$ cat src/rtl/tfence_pkg.sv
package tfence_pkg;
  typedef enum logic [2:0] {
    ST_IDLE, ST_SAVE, ST_WB, ST_DRAIN, ST_LCLR, ST_CLR, ST_RESUME
  } tf_state_e;

  localparam logic [6:0] OPC_TFENCE = 7'b0001011;

  // decode match: custom opcode with a zero destination field
  function automatic logic is_tfence(input logic [11:0] low_bits);
    return (low_bits[6:0] == OPC_TFENCE) && (low_bits[11:7] == 5'd0);
  endfunction
endpackage

$ cat src/rtl/tfence_walk.sv
module tfence_walk #(
  parameter int NARR  = 2,
  parameter int LINES = 16,
  localparam int IW = $clog2(LINES),
  localparam int AW = $clog2(NARR + 1)
) (
  input  logic            clk,
  input  logic            rst_n,
  input  logic            start,
  input  logic [NARR-1:0] sel,
  output logic            we,
  output logic [NARR-1:0] arr_oh,
  output logic [IW-1:0]   idx,
  output logic            finish
);
  // index of the lowest set bit at or above 'from'; NARR when none
  function automatic logic [AW-1:0] seek(input logic [NARR-1:0] s, input logic [AW-1:0] from);
    logic [AW-1:0] r;
    r = AW'(NARR);
    for (int j = NARR - 1; j >= 0; j--)
      if ((j >= int'(from)) && s[j]) r = AW'(j);
    return r;
  endfunction

  logic            act_q;
  logic [AW-1:0]   a_q;
  logic [IW-1:0]   i_q;
  logic [NARR-1:0] sel_q;
  logic            line_last;
  logic [AW-1:0]   a_next;
  logic [AW-1:0]   a_first;

  assign line_last = (i_q == IW'(LINES - 1));
  assign a_next    = seek(sel_q, a_q + AW'(1));
  assign a_first   = seek(sel, AW'(0));
  assign finish    = act_q && line_last && (a_next == AW'(NARR));
  assign we        = act_q;
  assign idx       = i_q;

  for (genvar g = 0; g < NARR; g++) begin : g_dec
    assign arr_oh[g] = act_q && (a_q == AW'(g));
  end

  always_ff @(posedge clk or negedge rst_n) begin
    if (!rst_n) begin
      act_q <= 1'b0;
      a_q   <= '0;
      i_q   <= '0;
      sel_q <= '0;
    end else if (start) begin
      sel_q <= sel;
      a_q   <= a_first;
      i_q   <= '0;
      act_q <= (a_first != AW'(NARR));
    end else if (act_q) begin
      if (line_last) begin
        i_q <= '0;
        if (a_next == AW'(NARR)) act_q <= 1'b0;
        else a_q <= a_next;
      end else begin
        i_q <= i_q + IW'(1);
      end
    end
  end

  assert_idx_step_R5: assert property (@(posedge clk) disable iff (!rst_n)
    (act_q && !line_last && !start) |=> (idx == $past(idx) + IW'(1)));
  assert_onehot_R5: assert property (@(posedge clk) disable iff (!rst_n)
    $onehot0(arr_oh) && (we == (arr_oh != '0)));
endmodule

$ cat src/rtl/tfence_pulse.sv
module tfence_pulse #(
  parameter int CYC = 4,
  localparam int CW = $clog2(CYC + 1)
) (
  input  logic clk,
  input  logic rst_n,
  input  logic start,
  output logic active,
  output logic last
);
  logic [CW-1:0] cnt_q;

  assign active = (cnt_q != '0);
  assign last   = (cnt_q == CW'(1));

  always_ff @(posedge clk or negedge rst_n) begin
    if (!rst_n)      cnt_q <= '0;
    else if (start)  cnt_q <= CW'(CYC);
    else if (active) cnt_q <= cnt_q - CW'(1);
  end

  assert_no_restart_R6: assert property (@(posedge clk) disable iff (!rst_n)
    active |-> !start);
endmodule

$ cat src/rtl/tfence_seq.sv
module tfence_seq
  import tfence_pkg::*;
#(
  parameter int PCW     = 64,
  parameter int NARR    = 2,
  parameter int LINES   = 16,
  parameter int CNTW    = 4,
  parameter int CLR_CYC = 4,
  localparam int IW = $clog2(LINES)
) (
  input  logic            clk,
  input  logic            rst_n,
  input  logic            trig_valid,
  input  logic [31:0]     trig_insn,
  input  logic [PCW-1:0]  trig_pc,
  output logic            wb_req,
  input  logic            wb_done,
  output logic            drain_hold,
  input  logic [CNTW-1:0] pend_cnt,
  output logic            lclr_we,
  output logic [NARR-1:0] lclr_sel,
  output logic [IW-1:0]   lclr_idx,
  output logic            clr_out,
  output logic            redirect_valid,
  output logic [PCW-1:0]  redirect_pc,
  output logic            busy
);
  tf_state_e       st_q, st_d;
  logic [PCW-1:0]  pc_q;
  logic [NARR-1:0] bm_q;
  logic            accept;
  logic            walk_start, walk_fin;
  logic            pulse_start, pulse_last, pulse_act;
  logic            drained;

  assign accept  = (st_q == ST_IDLE) && trig_valid && is_tfence(trig_insn[11:0]);
  assign drained = (pend_cnt == '0);

  always_comb begin
    st_d        = st_q;
    walk_start  = 1'b0;
    pulse_start = 1'b0;
    unique case (st_q)
      ST_IDLE:  if (accept) st_d = ST_SAVE;
      ST_SAVE:  st_d = ST_WB;
      ST_WB:    if (wb_done) st_d = ST_DRAIN;
      ST_DRAIN: if (drained) begin
        if (bm_q != '0) begin st_d = ST_LCLR; walk_start = 1'b1; end
        else begin st_d = ST_CLR; pulse_start = 1'b1; end
      end
      ST_LCLR:  if (walk_fin) begin st_d = ST_CLR; pulse_start = 1'b1; end
      ST_CLR:   if (pulse_last) st_d = ST_RESUME;
      ST_RESUME: st_d = ST_IDLE;
      default:  st_d = ST_IDLE;
    endcase
  end

  always_ff @(posedge clk or negedge rst_n) begin
    if (!rst_n) begin
      st_q <= ST_IDLE;
      pc_q <= '0;
      bm_q <= '0;
    end else begin
      st_q <= st_d;
      if (accept) begin
        pc_q <= trig_pc + PCW'(4);
        bm_q <= trig_insn[12 +: NARR];
      end
    end
  end

  tfence_walk #(.NARR(NARR), .LINES(LINES)) u_walk (
    .clk(clk), .rst_n(rst_n), .start(walk_start), .sel(bm_q),
    .we(lclr_we), .arr_oh(lclr_sel), .idx(lclr_idx), .finish(walk_fin)
  );

  tfence_pulse #(.CYC(CLR_CYC)) u_pulse (
    .clk(clk), .rst_n(rst_n), .start(pulse_start),
    .active(pulse_act), .last(pulse_last)
  );

  assign wb_req         = (st_q == ST_WB);
  assign drain_hold     = (st_q == ST_DRAIN) || (st_q == ST_LCLR) || (st_q == ST_CLR);
  assign clr_out        = pulse_act;
  assign redirect_valid = (st_q == ST_RESUME);
  assign redirect_pc    = pc_q;
  assign busy           = (st_q != ST_IDLE);

  assert_wb_hold_R3: assert property (@(posedge clk) disable iff (!rst_n)
    (wb_req && !wb_done) |=> wb_req);
  assert_wb_vs_hold_R3: assert property (@(posedge clk) disable iff (!rst_n)
    !(wb_req && drain_hold));
  assert_pc_stable_R2: assert property (@(posedge clk) disable iff (!rst_n)
    ($past(busy) && busy) |-> $stable(redirect_pc));
  assert_lclr_hold_R4: assert property (@(posedge clk) disable iff (!rst_n)
    (lclr_we || clr_out) |-> drain_hold);
  assert_clr_then_redirect_R6: assert property (@(posedge clk) disable iff (!rst_n)
    $fell(clr_out) |-> redirect_valid);
  assert_redirect_once_R7: assert property (@(posedge clk) disable iff (!rst_n)
    redirect_valid |=> (!redirect_valid && !busy));
endmodule

$ cat config.mk
export PLATFORM = sky130hd
export DESIGN_NAME = tfence_seq
export DESIGN_NICKNAME = d
export VERILOG_FILES = /design/src/rtl/tfence_pkg.sv /design/src/rtl/tfence_walk.sv /design/src/rtl/tfence_pulse.sv /design/src/rtl/tfence_seq.sv
export SDC_FILE = /design/constraint.sdc
export NUM_CORES = 1
export LEC_CHECK = 0
export BUFFER_PORTS_ARGS = -buffer_cell sky130_fd_sc_hd__clkbuf_2
export CORE_MARGIN = 4
export CORE_UTILIZATION = 40
export CTS_BUF_LIST = sky130_fd_sc_hd__clkbuf_4
export CTS_CLUSTER_DIAMETER = 100
export CTS_CLUSTER_SIZE = 16
export DETAILED_ROUTE_END_ITERATION = 7
export MAX_ROUTING_LAYER = met4
export PLACE_DENSITY = 0.73
export SYNTH_ARGS = -nofsm -noshare
export SYNTH_HDL_FRONTEND = slang
export SYNTH_SLANG_ARGS = --single-unit
$ cat constraint.sdc
create_clock -name clk -period 3.4 [get_ports clk]
set_input_delay 0.68 -clock clk [delete_from_list [all_inputs] [get_ports clk]]
set_output_delay 0.68 -clock clk [all_outputs]
set_load 0.01 [all_outputs]
==> results.yml <==
run_status:
  outcome: "finished clean"
setup_path:
  crit-reg2reg-launch: "st_q[2]"
  rrSetupSlack_ns: 1.05
  cp_max_fo: 51
  required_ns: 3.71
  crit_path_end_kind: "register"
  r2r-end: "redirect_pc[12]"
  rr_worst_depth: 7
  cp.arrival_ns: 2.65
  worstSetupPathType: "reg2reg"
  start_kind: "register"
power:
  leakagePower_nw: 2.81
  clkPwrFrac_pct: 30.3
  seq_power_share_pct: 50.0
  swShare_pct: 29.7
  p_sw_w: 0.000629
  power_density_nw_per_um2: 357
  irDropWorstVdd_mv: 0.246
  p_comb_share_pct: 19.7
  p_int_w: 0.00149
global_route:
  grt_pass1_wl_um: 23100
  antenna_found_initial: 0
  grt_start_max_net_pins: 82
  grt_pass1_vias: 4762
  grt_usage_pct: 20.8
  overflow: 0
timing:
  period_minus_slack_ns: 2.35
  fin_setup_tns_ns: 0
  rsz0062_at_grt: "no"
  post-route-period-util_pct: 69.0
  final_max_slew_viol_count: 0
  fmax_mhz: 426
  relSlewSlack_pct: 30.2
  skew_ns: 0.0180
  hold_viol: 0
  setup_slack_ns: 1.05
  final-setup-viol-count: 0
  tightest_slew_ns: 1.05
synthesis:
  async_flop_share_pct: 100
  syn_area_per_cell_sq_um: 8.54
  ys_ff_latch: 81
  synthTopCellsByArea: "dfrtp_1 42%, nand2_1 7.8%, o21ai_0 5.2%"
  ys_types: 47
  netlist_instances: 563
  synthesis.area_sq_um: 4810
  syn_nets: 675
  ys_seq_area_share_pct: 42.2
  synth_top_area_share_pct: 42.2
  synth_edf_count: 0
  ys_warn_count: 0
  yosys.area.top_type: "dfrtp_1"
  synthFlopType: "dfrtp_1"
floorplanning:
  core_sq_um: 11600
  die_h_um: 118
  dieArea_sq_um: 13800
  rows: 39
  die_w_um: 118
  start_util_pct: 41.4
  io_pins: 180
layout:
  layout.cells.non_filler: 868
  n_antenna_cell: 0
  nNetsFinal: 832
  area_growth_pct: 23.4
  drive_above_1_share_pct: 27.7
route:
  via_per_inst: 5.46
  drc: 0
  first_pass_iters: 5
  dr.max_layer_used: "met4"
  avgRoutedWirePerCell_um: 15.9
  vias: 4738
  m1WireLength_um: 6080
  ant_nets: 0
  wl_met3_um: 875
  dr_wl_met2_um: 6590
  routed_wl_um: 13800
  drt_iter0_drc: 263
clocking:
  h-tree-depth: 3
  ctsResizeCount: 0
  clock-sinks: 81
  cts_tree: "done"
  cts_inserted_buffers: 9
  cts_buffer_depth: 2
  clk_pin_slew_worst_paths_ns: 0.13
  holdBufCountCts: 0
  cts_setup_buffers: 0
  cts-root-buf: "clkbuf_4"
  clk_latency_ns: 0.45
placed_design:
  globalplace.congestion: 0.865
  dp_slack_ns: 0.590
  dp_hpwl_um: 10600
  io_buffers: 161
  dp.cells: 852
worst_hold_path:
  hold_class: "in2async"
run:
  maxCapViolations: 0
stage by stage:
| stage | util (%) | power, W | hold WS [ns] | instance area, sq um |
|---|---|---|---|---|
| 2_1_floorplan | - | 0.00129 | 0.384 | 4810 |
| 3_3_place_gp | 49.7 | 0.00147 | 0.455 | 5770 |
| 3_5_place_dp | 49.7 | 0.00149 | 0.465 | 5770 |
| 4_1_cts | 51.1 | 0.00215 | 0.381 | 5930 |
| 5_1_grt | 51.1 | 0.00225 | 0.396 | 5930 |
| 6_report | 51.1 | 0.00212 | 0.392 | 5930 |
how the worst max path moves through the flow:
stage	slack [ns]	startpoint	to	cells after the start
after global placement	0.65	trig_pc[10]	redirect_pc[53]	6
after floorplan	1.08	trig_pc[14]	redirect_pc[53]	6
final	1.05	st_q[2]	redirect_pc[12]	7
after CTS	1.07	st_q[2]	redirect_pc[12]	7
after global routing	0.88	st_q[0]	redirect_pc[9]	7
after detailed placement	0.59	trig_pc[10]	redirect_pc[44]	6
state kept, by name, summed over array words and instances, names as in the netlist:
name,flops
bm_q,2
u_walk.we,1
st_q,3
u_walk.sel_q,2
u_walk.a_q,2
u_walk.idx,4
u_pulse.cnt_q,3
redirect_pc,64
metal layers:
layer  vias up  track usage [%]
met4         0             5.27
li1       2324                -
met1      2223             25.9
met5         -                -
met3        15             5.72
met2       176             33.8
cells by family (layout without fill, tap and decap cells):
family          Yosys count  count (layout)  share of synthesized area (%)
xor+xnor                 48              48                           8.75
compound gates           79              79                           8.95
buf+inv                  44             206                           3.72
mux                       8               8                           1.72
fa+ha+maj                 8               8                           2.08
simple gates            295             295                           32.6
flops                    81              81                           42.2
cells in the mapped netlist, types with 8 or more instances:
| master | instances |
|---|---|
| nand2_1 | 100 |
| dfrtp_1 | 81 |
| o21ai_0 | 50 |
| nand3_1 | 41 |
| nand4_1 | 36 |
| nor2_1 | 27 |
| xnor2_1 | 24 |
| xor2_1 | 24 |
| clkbuf_1 | 22 |
| nor4_1 | 19 |
| inv_1 | 18 |
| nor3_1 | 14 |
| and3_1 | 10 |
| a21oi_1 | 8 |
| ha_1 | 8 |
| or3_1 | 8 |
power by group through the flow:
stage	Clock, W	Sequential (W)	Combinational (W)
6_report	0.000641	0.00106	0.000418
5_1_grt	0.000711	0.00107	0.000471
2_1_floorplan	0	0.00104	0.000256
4_1_cts	0.000673	0.00106	0.000420
3_5_place_dp	0	0.00107	0.000418
3_3_place_gp	0	0.00107	0.000396
final cells by class:
cell class	count	area, sq um
fillers	1101	5680
clock inverters	6	82.6
clock buffers	10	75.1
multi-input cells	438	2610
flip-flops and latches	81	2030
repair buffers	172	891
well taps	143	179
inverters	18	67.6
layout by cell type, fill, tap and decap left out, types with 10 or more instances in the layout:
| cell | n |
|---|---|
| o21ai_0 | 50 |
| nand4_1 | 36 |
| inv_1 | 18 |
| xor2_1 | 24 |
| xnor2_1 | 24 |
| buf_4 | 12 |
| clkbuf_4 | 10 |
| and3_1 | 10 |
| nand2_1 | 100 |
| nand3_1 | 41 |
| nor2_1 | 27 |
| clkbuf_2 | 160 |
| nor4_1 | 19 |
| dfrtp_1 | 81 |
| nor3_1 | 14 |
critical path: stages, from the launching register on:
cell	delay, ns
dfrtp_1	0.53
nor3_1	0.09
buf_4	0.17
nand4_1	0.07
buf_4	0.18
nand2b_4	0.46
buf_4	0.49
o21ai_0	0.19
(Power assumes the default switching activity.)
